$ cat config.mk
export PLATFORM = sky130hd
export DESIGN_NAME = eff_addr_gen
export DESIGN_NICKNAME = d
export VERILOG_FILES = /design/src/rtl/eag_pkg.sv /design/src/rtl/eag_direct.sv /design/src/rtl/eag_ptr_fetch.sv /design/src/rtl/eff_addr_gen.sv
export SDC_FILE = /design/constraint.sdc
export NUM_CORES = 1
export LEC_CHECK = 0
export ABC_CLOCK_PERIOD_IN_PS = 5200
export BUFFER_PORTS_ARGS = -buffer_cell sky130_fd_sc_hd__buf_2
export CORE_MARGIN = 2
export CORE_UTILIZATION = 62
export CTS_BUF_LIST = sky130_fd_sc_hd__clkbuf_4
export DETAILED_ROUTE_END_ITERATION = 10
export PLACE_DENSITY = 0.89
export SLEW_MARGIN = 20
export SYNTH_ARGS = -nofsm -noshare
export SYNTH_HDL_FRONTEND = slang
export SYNTH_SLANG_ARGS = --single-unit
$ cat constraint.sdc
create_clock -name clk -period 5.2 [get_ports clk]
set_input_delay 0 -clock clk [delete_from_list [all_inputs] [get_ports clk]]
set_output_delay 0 -clock clk [all_outputs]
set_load 0.005 [all_outputs]
$ cat src/rtl/eag_pkg.sv
package eag_pkg;

   // Addressing-mode codes presented on the mode input
   localparam logic [3:0] MD_IMPL = 4'd0;
   localparam logic [3:0] MD_IMM  = 4'd1;
   localparam logic [3:0] MD_ZPG  = 4'd2;
   localparam logic [3:0] MD_ZPX  = 4'd3;
   localparam logic [3:0] MD_ZPY  = 4'd4;
   localparam logic [3:0] MD_REL  = 4'd5;
   localparam logic [3:0] MD_ABS  = 4'd6;
   localparam logic [3:0] MD_ABX  = 4'd7;
   localparam logic [3:0] MD_ABY  = 4'd8;
   localparam logic [3:0] MD_IND  = 4'd9;
   localparam logic [3:0] MD_XIN  = 4'd10;
   localparam logic [3:0] MD_INY  = 4'd11;

   // What the ea output means
   typedef enum logic [1:0] {
      KD_ADDR = 2'd0,
      KD_IMM  = 2'd1,
      KD_NONE = 2'd2,
      KD_REL  = 2'd3
   } ea_kind_t;

   // Pointer fetch sequencer states
   typedef enum logic [1:0] {
      PS_IDLE   = 2'd0,
      PS_LO     = 2'd1,
      PS_HI     = 2'd2,
      PS_SETTLE = 2'd3
   } pstate_t;

   function automatic logic is_ptr_mode(input logic [3:0] m);
      return (m == MD_IND) || (m == MD_XIN) || (m == MD_INY);
   endfunction

endpackage

$ cat src/rtl/eag_direct.sv
module eag_direct
   import eag_pkg::*;
#(
   parameter int ADDR_W = 16,
   parameter int DATA_W = 8
) (
   input  logic [3:0]        mode,
   input  logic [DATA_W-1:0] opnd_lo,
   input  logic [DATA_W-1:0] opnd_hi,
   input  logic [DATA_W-1:0] idx_x,
   input  logic [DATA_W-1:0] idx_y,
   output logic [ADDR_W-1:0] ea,
   output ea_kind_t          kind
);
   localparam int HIGH_W = ADDR_W - DATA_W;

   logic [DATA_W-1:0] idx_sel;
   logic [DATA_W-1:0] zp_sum;
   logic [ADDR_W-1:0] abs_base;
   logic [ADDR_W-1:0] abs_sum;
   logic [ADDR_W-1:0] zp_ea;
   logic [ADDR_W-1:0] rel_ea;

   always_comb begin
      unique case (mode)
         MD_ZPX, MD_ABX: idx_sel = idx_x;
         MD_ZPY, MD_ABY: idx_sel = idx_y;
         default:        idx_sel = '0;
      endcase
   end

   // zero page sum wraps inside the low byte
   assign zp_sum   = opnd_lo + idx_sel;
   assign zp_ea    = {{HIGH_W{1'b0}}, zp_sum};
   assign abs_base = {opnd_hi, opnd_lo};
   assign abs_sum  = abs_base + {{HIGH_W{1'b0}}, idx_sel};
   assign rel_ea   = {{HIGH_W{opnd_lo[DATA_W-1]}}, opnd_lo};

   always_comb begin
      ea   = '0;
      kind = KD_NONE;
      case (mode)
         MD_IMM: begin
            kind = KD_IMM;
         end
         MD_ZPG, MD_ZPX, MD_ZPY: begin
            kind = KD_ADDR;
            ea   = zp_ea;
         end
         MD_ABS, MD_ABX, MD_ABY: begin
            kind = KD_ADDR;
            ea   = abs_sum;
         end
         MD_REL: begin
            kind = KD_REL;
            ea   = rel_ea;
         end
         default: begin
            kind = KD_NONE;
            ea   = '0;
         end
      endcase
   end

endmodule

$ cat src/rtl/eag_ptr_fetch.sv
module eag_ptr_fetch
   import eag_pkg::*;
#(
   parameter int ADDR_W      = 16,
   parameter int DATA_W      = 8,
   parameter bit ZP_PTR_WRAP = 1'b1
) (
   input  logic              clk,
   input  logic              rst_n,
   input  logic              launch,
   input  logic [3:0]        mode,
   input  logic [DATA_W-1:0] opnd_lo,
   input  logic [DATA_W-1:0] opnd_hi,
   input  logic [DATA_W-1:0] idx_x,
   input  logic [DATA_W-1:0] idx_y,
   input  logic [DATA_W-1:0] mem_rdata,
   output logic              mem_rd_en,
   output logic [ADDR_W-1:0] mem_addr,
   output logic              busy,
   output logic              last,
   output logic [ADDR_W-1:0] ea_now
);
   localparam int HIGH_W = ADDR_W - DATA_W;

   pstate_t           st_q;
   logic [ADDR_W-1:0] ptr_q;
   logic              zp_q;
   logic [DATA_W-1:0] lo_q;
   logic [DATA_W-1:0] add_q;

   logic [ADDR_W-1:0] base_addr;
   logic [DATA_W-1:0] xin_ptr;
   logic [ADDR_W-1:0] ptr_next;

   assign xin_ptr = opnd_lo + idx_x;

   always_comb begin
      unique case (mode)
         MD_XIN:  base_addr = {{HIGH_W{1'b0}}, xin_ptr};
         MD_INY:  base_addr = {{HIGH_W{1'b0}}, opnd_lo};
         default: base_addr = {opnd_hi, opnd_lo};
      endcase
   end

   // Address of the pointer's high byte
   generate
      if (ZP_PTR_WRAP) begin : g_zp_wrap
         logic [DATA_W-1:0] zp_inc;
         assign zp_inc   = ptr_q[DATA_W-1:0] + DATA_W'(1);
         assign ptr_next = zp_q ? {{HIGH_W{1'b0}}, zp_inc} : ptr_q + ADDR_W'(1);
      end else begin : g_zp_carry
         assign ptr_next = ptr_q + ADDR_W'(1);
      end
   endgenerate

   always_ff @(posedge clk or negedge rst_n) begin
      if (!rst_n) begin
         st_q  <= PS_IDLE;
         ptr_q <= '0;
         zp_q  <= 1'b0;
         lo_q  <= '0;
         add_q <= '0;
      end else begin
         case (st_q)
            PS_IDLE: begin
               if (launch) begin
                  st_q  <= PS_LO;
                  ptr_q <= base_addr;
                  zp_q  <= (mode != MD_IND);
                  add_q <= (mode == MD_INY) ? idx_y : '0;
               end
            end
            PS_LO:   st_q <= PS_HI;
            PS_HI: begin
               lo_q <= mem_rdata;
               st_q <= PS_SETTLE;
            end
            default: st_q <= PS_IDLE;
         endcase
      end
   end

   assign mem_rd_en = (st_q == PS_LO) || (st_q == PS_HI);
   assign mem_addr  = (st_q == PS_HI) ? ptr_next : ptr_q;
   assign busy      = (st_q != PS_IDLE);
   assign last      = (st_q == PS_SETTLE);
   assign ea_now    = {mem_rdata, lo_q} + {{HIGH_W{1'b0}}, add_q};

endmodule

$ cat src/rtl/eff_addr_gen.sv
module eff_addr_gen
   import eag_pkg::*;
#(
   parameter int ADDR_W      = 16,
   parameter int DATA_W      = 8,
   parameter bit ZP_PTR_WRAP = 1'b1
) (
   input  logic              clk,
   input  logic              rst_n,
   input  logic              start,
   input  logic [3:0]        mode,
   input  logic [DATA_W-1:0] opnd_lo,
   input  logic [DATA_W-1:0] opnd_hi,
   input  logic [DATA_W-1:0] idx_x,
   input  logic [DATA_W-1:0] idx_y,
   output logic              mem_rd_en,
   output logic [ADDR_W-1:0] mem_addr,
   input  logic [DATA_W-1:0] mem_rdata,
   output logic              busy,
   output logic              done,
   output logic [1:0]        kind,
   output logic [ADDR_W-1:0] ea,
   output logic [DATA_W-1:0] imm_data
);
   generate
      if (ADDR_W != 2 * DATA_W) begin : g_bad_width
         $error("eff_addr_gen: ADDR_W must be twice DATA_W");
      end
      if (DATA_W < 2) begin : g_bad_data
         $error("eff_addr_gen: DATA_W too small");
      end
   endgenerate

   logic              accept;
   logic              go_ptr;
   logic              go_direct;
   logic [ADDR_W-1:0] dir_ea;
   ea_kind_t          dir_kind;
   logic              ptr_busy;
   logic              ptr_last;
   logic [ADDR_W-1:0] ptr_ea;

   logic              done_q;
   ea_kind_t          kind_q;
   logic [ADDR_W-1:0] ea_q;
   logic [DATA_W-1:0] imm_q;

   assign accept    = start && !ptr_busy;
   assign go_ptr    = accept && is_ptr_mode(mode);
   assign go_direct = accept && !is_ptr_mode(mode);

   eag_direct #(
      .ADDR_W (ADDR_W),
      .DATA_W (DATA_W)
   ) u_direct (
      .mode    (mode),
      .opnd_lo (opnd_lo),
      .opnd_hi (opnd_hi),
      .idx_x   (idx_x),
      .idx_y   (idx_y),
      .ea      (dir_ea),
      .kind    (dir_kind)
   );

   eag_ptr_fetch #(
      .ADDR_W      (ADDR_W),
      .DATA_W      (DATA_W),
      .ZP_PTR_WRAP (ZP_PTR_WRAP)
   ) u_ptr (
      .clk       (clk),
      .rst_n     (rst_n),
      .launch    (go_ptr),
      .mode      (mode),
      .opnd_lo   (opnd_lo),
      .opnd_hi   (opnd_hi),
      .idx_x     (idx_x),
      .idx_y     (idx_y),
      .mem_rdata (mem_rdata),
      .mem_rd_en (mem_rd_en),
      .mem_addr  (mem_addr),
      .busy      (ptr_busy),
      .last      (ptr_last),
      .ea_now    (ptr_ea)
   );

   always_ff @(posedge clk or negedge rst_n) begin
      if (!rst_n) begin
         done_q <= 1'b0;
         kind_q <= KD_NONE;
         ea_q   <= '0;
         imm_q  <= '0;
      end else begin
         done_q <= 1'b0;
         if (ptr_last) begin
            done_q <= 1'b1;
            kind_q <= KD_ADDR;
            ea_q   <= ptr_ea;
         end else if (go_direct) begin
            done_q <= 1'b1;
            kind_q <= dir_kind;
            ea_q   <= dir_ea;
            imm_q  <= opnd_lo;
         end
      end
   end

   assign busy     = ptr_busy;
   assign done     = done_q;
   assign kind     = kind_q;
   assign ea       = ea_q;
   assign imm_data = imm_q;

endmodule

**After elaboration in Yosys (flattened, before gate mapping)**

Cells that the tools add are included.

- Bits in registers: 62
- Input bits: 47

- $add $sub $neg: 6
- Equality and inequality tests: 16
- Muxes and demuxes: 15
- Bitwise operators: 1
- Reductions and logical operators: 18

Operators by type and width:

| operator | number |
|---|---|
| $mux W16 | 4 |
| $pmux W16 S3 | 1 |
| $add A16 B8 Y16 | 2 |
| $pmux W16 S2 | 1 |
| $add A16 B1 Y16 const B | 1 |
| $add A8 B8 Y8 | 2 |
| $eq A4 B3 Y1 const B | 4 |
| $eq A4 B4 Y1 const B | 4 |
| $pmux W8 S2 | 1 |
| $pmux W2 S3 | 2 |
| $add A8 B1 Y8 const B | 1 |
| $eq A4 B2 Y1 const B | 2 |
| $mux W8 | 1 |
| $mux W2 | 3 |
| $reduce_or A3 Y1 | 2 |
| $reduce_or A6 Y1 | 1 |
| $eq A2 B2 Y1 const B | 2 |
| $eq A4 B1 Y1 const B | 1 |
| $ne A4 B4 Y1 const B | 1 |
| $reduce_and A2 Y1 | 2 |
| $reduce_bool A2 Y1 | 2 |
| $reduce_or A2 Y1 | 2 |
| $logic_and A1 B1 Y1 | 3 |
| $logic_or A1 B1 Y1 | 3 |
| other kinds (6) | 8 |

**Longest topological paths before layout**

Gate-level depths: netlist (run 1).

- Depth after elaboration: 7
- Gate-level depth with buffers: 12
- Gate-level depth less buffers: 11

**Cells and area by module**

A second synthesis (run 1) with hierarchy kept.

- Cell total of the unflattened synthesis: 536
- Area total of the unflattened synthesis: 4,840.9 sq um

By module, submodules not included:

| module | times used | cells each | area each (sq um) |
|---|---|---|---|
| eag_ptr_fetch | 1 | 259 | 2,496.1 |
| eff_addr_gen | 1 | 149 | 1,471.4 |
| eag_direct | 1 | 128 | 873.3 |

**Least setup slack after synthesis (run 1)**

OpenSTA, ideal clock, no wires.

- Path type: input-to-reg
- From: in mode[3]
- To: reg ea_q[8], in the netlist ea[8]
- Setup time: 135 ps
- Data arrival time: 2,408 ps
- Path slack: 2,657 ps
- Stages on the path: 11
- Cells stage by stage: buf_2 -> xnor2_1 -> nor3_1 -> a22o_1 -> ha_1 -> a21o_1 -> a221oi_2 -> a21oi_1 -> xor2_1 -> a221oi_1 -> mux2i_1

- Cells in the longest elaborated chain, start to end: 7

Ends and longest elaborated chain:

| element | RTL line | source |
|---|---|---|
| start, declared | eff_addr_gen.sv:11 | `input logic [3:0] mode,` |
| $eq A4 B3 Y1, or another cell as far along | eag_direct.sv:25, eag_direct.sv:42 |  |
| $reduce_or A2 Y1 | eag_direct.sv:25 | `unique case (mode)` |
| $pmux W8 S2 | eag_direct.sv:25 |  |
| $add A16 B8 Y16 | eag_direct.sv:36 | `assign abs_sum = abs_base + {{HIGH_W{1'b0}}, idx_sel};` |
| $pmux W16 S3 | eag_direct.sv:42 | `case (mode)` |
| $mux W16 | eff_addr_gen.sv:98 | `end else if (go_direct) begin` |
| $mux W16 | eff_addr_gen.sv:94 | `if (ptr_last) begin` |
| end signal, assigned | eff_addr_gen.sv:97 | `ea_q <= ptr_ea;` |
| end signal, assigned | eff_addr_gen.sv:101 | `ea_q <= dir_ea;` |
| end, declared | eff_addr_gen.sv:45 | `logic [ADDR_W-1:0] ea_q;` |

Several ways; a longest one is shown, not always the timed one. The select of a mux whose other input is x is not followed.
A chain may end at the register's enable or synchronous reset.

**Final worst setup path (run 1)**

- From: in mode[0]
- To: reg ea_q[9], in the netlist ea[9]

Same word-level chain as after synthesis.

==> results of run 1 <==
## through the flow
stage | hold WS (ps) | power, mW | utilization (%) | cells
6_report | -11.6 | 2.48 | 79.5 | 702
5_1_grt | 56.9 | 2.66 | 79.5 | 702
4_1_cts | 0.136 | 2.47 | 79.5 | 702
3_5_place_dp | 223 | 1.99 | 71.5 | 651
3_3_place_gp | 208 | 1.94 | 71.5 | 651
2_1_floorplan | -296 | 1.59 | - | 483
## cells in the final DEF, fill, tap and decap left out, drive strengths merged, types with 11 or more instances in the layout
| cell type | instances |
|---|---|
| a21oi | 24 |
| a221oi | 11 |
| a22o | 15 |
| and3 | 13 |
| buf | 94 |
| dfrtp | 61 |
| dlygate4sd3 | 35 |
| ha | 27 |
| inv | 14 |
| mux2 | 16 |
| nand2 | 49 |
| nand3 | 18 |
| nor2 | 41 |
| o21ai | 27 |
| xnor2 | 25 |
| xor2 | 16 |
## state kept, by name, summed over array words and instances (netlist names)
| signal | cells |
|---|---|
| done | 1 |
| u_ptr.st_q | 2 |
| kind | 2 |
| u_ptr.add_q | 8 |
| u_ptr.lo_q | 8 |
| u_ptr.zp_q | 1 |
| u_ptr.ptr_q | 16 |
| imm_data | 8 |
| ea | 16 |
## power groups by stage
stage / clock network, mW / logic, mW / registers [mW]
finish: 0.452 / 1.15 / 0.883
global route: 0.473 / 1.29 / 0.907
CTS: 0.450 / 1.14 / 0.875
detailed placement: 0 / 1.11 / 0.884
global placement: 0 / 1.07 / 0.871
floorplan: 0 / 0.733 / 0.860
## worst max-delay path, stage by stage
cell           delay (ps)
dlygate4sd3_1         530
buf_2                 190
nor3_1                750
a22o_1                240
ha_1                  290
a21o_1                200
a221oi_1              310
o21ai_1               300
a2111oi_0             520
a31oi_1               100
nand3b_1              130
## layer usage
metal	GRT usage [%]	routed length [µm]
met5	0	0
met4	14.7	327
met2	55.5	5890
met1	43.3	5200
met3	5.18	948
## kinds of logic (layout without fill, tap and decap cells)
group,count (synthesis),after routing
AOI/OAI and AO/OA,129,129
xor gates and xnor gates,41,41
adders and majority gates,30,30
buffers and inverters,36,159
DFF,62,62
muxes,24,24
and+or+nand+nor,161,161
## timing repair
| action | 4_1_cts | 5_1_grt |
|---|---|---|
| hold buffers | 35 | 0 |
| hold endpoints to repair | 111 | 0 |
| resized for setup | 0 | 0 |
## worst max path at each step
| stage | to | slack, ps | start |
|---|---|---|---|
| after floorplan | ea[8]$_DFFE_PN0P_ | 2660 | mode[3] |
| after global placement | ea[8]$_DFFE_PN0P_ | 2360 | mode[3] |
| after detailed placement | ea[9]$_DFFE_PN0P_ | 2160 | mode[3] |
| after CTS | ea[9]$_DFFE_PN0P_ | 2130 | mode[0] |
| after global routing | ea[9]$_DFFE_PN0P_ | 1800 | mode[0] |
| final | ea[9]$_DFFE_PN0P_ | 2020 | mode[0] |
## cell type report
cell class | count | area [µm²]
Clock buffer | 9 | 67.6
Clock inverter | 7 | 123
Fill cell | 459 | 1400
Inverter | 14 | 52.6
Multi-Input combinational cell | 385 | 2690
Sequential cell | 62 | 1550
Tap cell | 96 | 120
Timing Repair Buffer | 129 | 828
==> impl_metrics.json, run 1 <==
{
  "status": "finished with violations",
  "violations": "negative hold slack",
  "totalWireLength_um": 12400,
  "synth_fp_nets": 560,
  "die-width_um": 88.1,
  "rows": 30,
  "r2r_slack_ps": 2540,
  "startpoint_type": "input pin",
  "r2r_end": "ea[8]$_DFFE_PN0P_",
  "final_hold_viol_count": 1,
  "cp.required_ps": 5590,
  "critical_path_class": "in2reg",
  "period_needed_ps": 3180,
  "power.switching_mw": 0.975,
  "setup_slack_ps": 2020,
  "hold_ws_ps": -11.6,
  "design_area_um2": 5430,
  "synth_common_cells": "dfrtp_1, nand2_1, nor2_1",
  "yosys_register_bits": 62,
  "antenna_left": 0,
  "fin_nets": 678,
  "vdd_drop_max_mv": 0.298,
  "combPwrFrac_pct": 46.3,
  "dp_slack_ps": 2160,
  "synthSimpleGateAreaFrac_pct": 17.8,
  "rsz0062_at_grt": "false",
  "maxSlewHeadroom_pct": 20.6,
  "dp_hpwl_um": 8780,
  "rr_startpoint": "u_ptr.st_q[0]$_DFFE_PN0P_",
  "seq_area_frac_synth_pct": 35.4,
  "grt_antenna_before_repair": 0,
  "gr-total-overflow": 0,
  "tns_ps": 0,
  "cellLeakagePower_nw": 2.55,
  "maxCapViolCount": 0,
  "die_y_um": 88.1,
  "ys_warn_count": 0,
  "gp_congestion": 0.956,
  "p_seq_share_pct": 35.5,
  "power.density_nw_per_um2": 458,
  "h-tree-depth": 3,
  "num_antenna_cells": 0,
  "cts_setup_buffers": 0,
  "yosys.area_share.xor_xnor_pct": 8.19,
  "grt_max_degree": 63,
  "drive_gt1_share_pct": 22.3,
  "vias": 4253,
  "grt_pass1_wl_um": 19800,
  "numCtsBuffers": 9,
  "finalSetupViolCount": 0,
  "grtUsageTotal_pct": 33.4,
  "hp-class": "in2reg",
  "yosysTopAreaCellShare_pct": 34.8,
  "critPathMaxFanout": 12,
  "via_per_inst": 6.06,
  "avgSynthCellArea_um2": 9.08,
  "p_int_mw": 1.51,
  "area_growth_pct": 23.8,
  "holdPathEnd": "kind[1]$_DFFE_PN1P_",
  "synth_top_cells_by_area": "dfrtp_1, ha_1, xnor2_1, nand2_1, mux2_2",
  "async_reset_ff_share_pct": 100,
  "clkTransAtPathRegs_ps": 130,
  "finalMaxSlewViolations": 0,
  "synth_compound_area_share_pct": 20.2,
  "grt_pass1_vias": 4124,
  "numPortBuffers": 91,
  "max_freq_ghz": 0.314,
  "synth_cell_type_count": 57,
  "end_kind": "flip-flop",
  "clkLatencyLatePin_ps": 450,
  "synth.largest_area_cell": "dfrtp_1",
  "worst_pin_slew_ps": 1190,
  "worstPathArrival_ps": 3570,
  "finClkSkew_ps": 15.2,
  "synth_edf_count": 0,
  "synthCells": 483,
  "drtIter0Drc": 326,
  "core_area_um2": 6830,
  "cts_root_buf": "clkbuf_4",
  "ff2ff_path_depth": 8,
  "synth_top_family_by_area": "compound AO/OA/AOI/OAI gates",
  "power_frac_clock_pct": 18.2,
  "switching_share_pct": 39.2,
  "finalCritPeriodShare_pct": 61.2,
  "first_pass_iters": 5,
  "clockBufferDepth": 2,
  "hold_depth": 3,
  "synth_fa_ha_area_share_pct": 9.07,
  "syn-cell-area_um2": 4390,
  "synth_mux_area_share_pct": 5.93,
  "start_util_pct": 64.2,
  "yosys_most_used_dff": "dfrtp_1",
  "synth_most_common_cell": "dfrtp_1",
  "cts_tree": "built",
  "place_area_um2": 4890,
  "wl_per_cell_um": 17.6,
  "die_area_um2": 7760,
  "route.detailed.drc": 0,
  "ios": 92,
  "worstHoldStart": "mode[3]",
  "clock-sinks": 62
}
Power figures use the tool's default switching activity.
==> run 2, diff against run 1 <==
--- a/config.mk
+++ b/config.mk
@@ -5,13 +5,13 @@
 export SDC_FILE = /design/constraint.sdc
 export NUM_CORES = 1
 export LEC_CHECK = 0
-export ABC_CLOCK_PERIOD_IN_PS = 5200
+export ABC_CLOCK_PERIOD_IN_PS = 3200
 export BUFFER_PORTS_ARGS = -buffer_cell sky130_fd_sc_hd__buf_2
 export CORE_MARGIN = 2
-export CORE_UTILIZATION = 62
+export CORE_UTILIZATION = 57
 export CTS_BUF_LIST = sky130_fd_sc_hd__clkbuf_4
 export DETAILED_ROUTE_END_ITERATION = 10
-export PLACE_DENSITY = 0.89
+export PLACE_DENSITY = 0.83
 export SLEW_MARGIN = 20
 export SYNTH_ARGS = -nofsm -noshare
 export SYNTH_HDL_FRONTEND = slang
==> constraint.sdc (replaced) <==
create_clock -name clk -period 3.2 [get_ports clk]
set_input_delay 0 -clock clk [delete_from_list [all_inputs] [get_ports clk]]
set_output_delay 0 -clock clk [all_outputs]
set_load 0.005 [all_outputs]
==> run 2 against run 1 <==
Net effect: wire length up 1.1%; largest cell class unchanged; the run now ends clean; clock skew is 2.3 ps lower; via count rose by 1.2%.
==> impl_metrics.json, run 2 (synthesized netlist as in run 1, its figures left out) <==
{
  "rr_startpoint": "u_ptr.lo_q[0]$_DFFE_PN0P_",
  "finalSetupViolCount": 0,
  "via_per_inst": 6.05,
  "final_hold_viol_count": 0,
  "ios": 92,
  "core_area_um2": 7370,
  "cts_setup_buffers": 0,
  "fin_cells": 712,
  "first_pass_iters": 5,
  "hold_ws_ps": 46.5,
  "gr-total-overflow": 0,
  "met2_usage_pct": 51.3,
  "die_y_um": 91.7,
  "end_kind": "flip-flop",
  "totalWireLength_um": 12500,
  "drive_gt1_share_pct": 22.8,
  "tns_ps": 0,
  "r2r_end": "ea[12]$_DFFE_PN0P_",
  "clkTransAtPathRegs_ps": 100,
  "vias": 4305,
  "cts_tree": "built",
  "maxSlewHeadroom_pct": 39.7,
  "fin_nets": 685,
  "fill_cells": 548,
  "design_area_um2": 5430,
  "holdPathEnd": "kind[1]$_DFFE_PN1P_",
  "period_needed_ps": 2990,
  "critPathMaxFanout": 12,
  "antenna_left": 0,
  "numCtsBuffers": 9,
  "grtUsageTotal_pct": 30.2,
  "gp_congestion": 0.924,
  "busiest_layer": "met2",
  "finClkSkew_ps": 12.9,
  "drtIter0Drc": 238,
  "power.density_nw_per_um2": 710,
  "clkLatencyLatePin_ps": 410,
  "area_growth_pct": 23.8,
  "dp_cells": 661,
  "maxCapViolCount": 0,
  "ff2ff_path_depth": 9,
  "final_common_cell": "buf_2",
  "num_antenna_cells": 0,
  "hold_depth": 3,
  "cts_root_buf": "clkbuf_4",
  "vdd_drop_max_mv": 0.480,
  "status": "complete, no violations",
  "worst_pin_slew_ps": 905,
  "worstHoldStart": "mode[3]",
  "r2r_slack_ps": 940,
  "startpoint_type": "input pin",
  "hp-class": "in2reg",
  "max_freq_ghz": 0.335,
  "clockBufferDepth": 2,
  "wl_per_cell_um": 17.6,
  "die_area_um2": 8410,
  "cp.required_ps": 3540,
  "finalCritPeriodShare_pct": 93.3,
  "rows": 31,
  "grt_use_met1_pct": 39.3,
  "numPortBuffers": 91,
  "hold_buffers": 35,
  "critical_path_class": "in2reg",
  "clock-sinks": 62,
  "h-tree-depth": 3,
  "grt_max_degree": 39,
  "finalMaxSlewViolations": 0,
  "grt_antenna_before_repair": 0,
  "rsz0062_at_grt": "false",
  "final_cell_mix": "buf_2, dfrtp_1, nand2_1",
  "grt_pass1_vias": 4239,
  "place_area_um2": 4940,
  "worstPathArrival_ps": 3330,
  "use_met3_pct": 5.18,
  "dp_hpwl_um": 9010,
  "multiInputGateArea_um2": 2690,
  "cellLeakagePower_nw": 2.55,
  "regArea_um2": 1550,
  "die-width_um": 91.7,
  "route.detailed.drc": 0,
  "start_util_pct": 59.5,
  "grt_pass1_wl_um": 20200,
  "ctsResizeCount": 0
}
run 2: critical path, stage by stage:
cell           delay [ps]
dlygate4sd3_1         530
buf_2                 230
nand2_1                80
nor2_1                470
a22o_1                290
ha_1                  240
a21o_1                160
a21oi_1               340
o21ai_1               310
a2111oi_0             490
a31oi_1                80
nand3b_1              110
run 2: routing by layer:
metal	vias up	wire length, µm
met3	29	779
met1	2078	5330
li1	2018	-
met2	180	6160
met4	0	233
met5	-	0
run 2: area by class of cell:
| cell class | count | area share [%] |
|---|---|---|
| multi-input cells | 385 | 49.5 |
| flip-flops and latches | 62 | 28.6 |
| repair buffers | 136 | 16.2 |
| well taps | 99 | 2.28 |
| clock buffers | 9 | 1.24 |
| clock inverters | 7 | 1.20 |
| inverters | 14 | 0.968 |
run 2: how the worst max path moves through the flow:
stage	startpoint	endpoint	slack [ps]	depth (start not counted)
after floorplan	mode[3]	ea[8]$_DFFE_PN0P_	660	11
after global placement	mode[3]	ea[8]$_DFFE_PN0P_	560	13
after detailed placement	mode[3]	ea[8]$_DFFE_PN0P_	470	13
after CTS	mode[0]	ea[9]$_DFFE_PN0P_	360	12
after global routing	mode[0]	ea[9]$_DFFE_PN0P_	60	12
final	mode[0]	ea[9]$_DFFE_PN0P_	210	12
run 2: power by group:
group	internal, mW	switching (mW)	leakage, nW	total, mW
Combinational	0.916	0.976	1.73	1.89
Clock	0.231	0.305	0.0630	0.536
Sequential	1.16	0.273	0.763	1.43
run 2: through the flow:
step           worst slack (ps)  utilization (%)  power (mW)
2_1_floorplan               657                -        2.59
3_3_place_gp                563             67.1        3.18
4_1_cts                     365             73.6        3.85
5_1_grt                    60.8             73.7        4.14
3_5_place_dp                468             67.1        3.26
6_report                    214             73.7        3.86
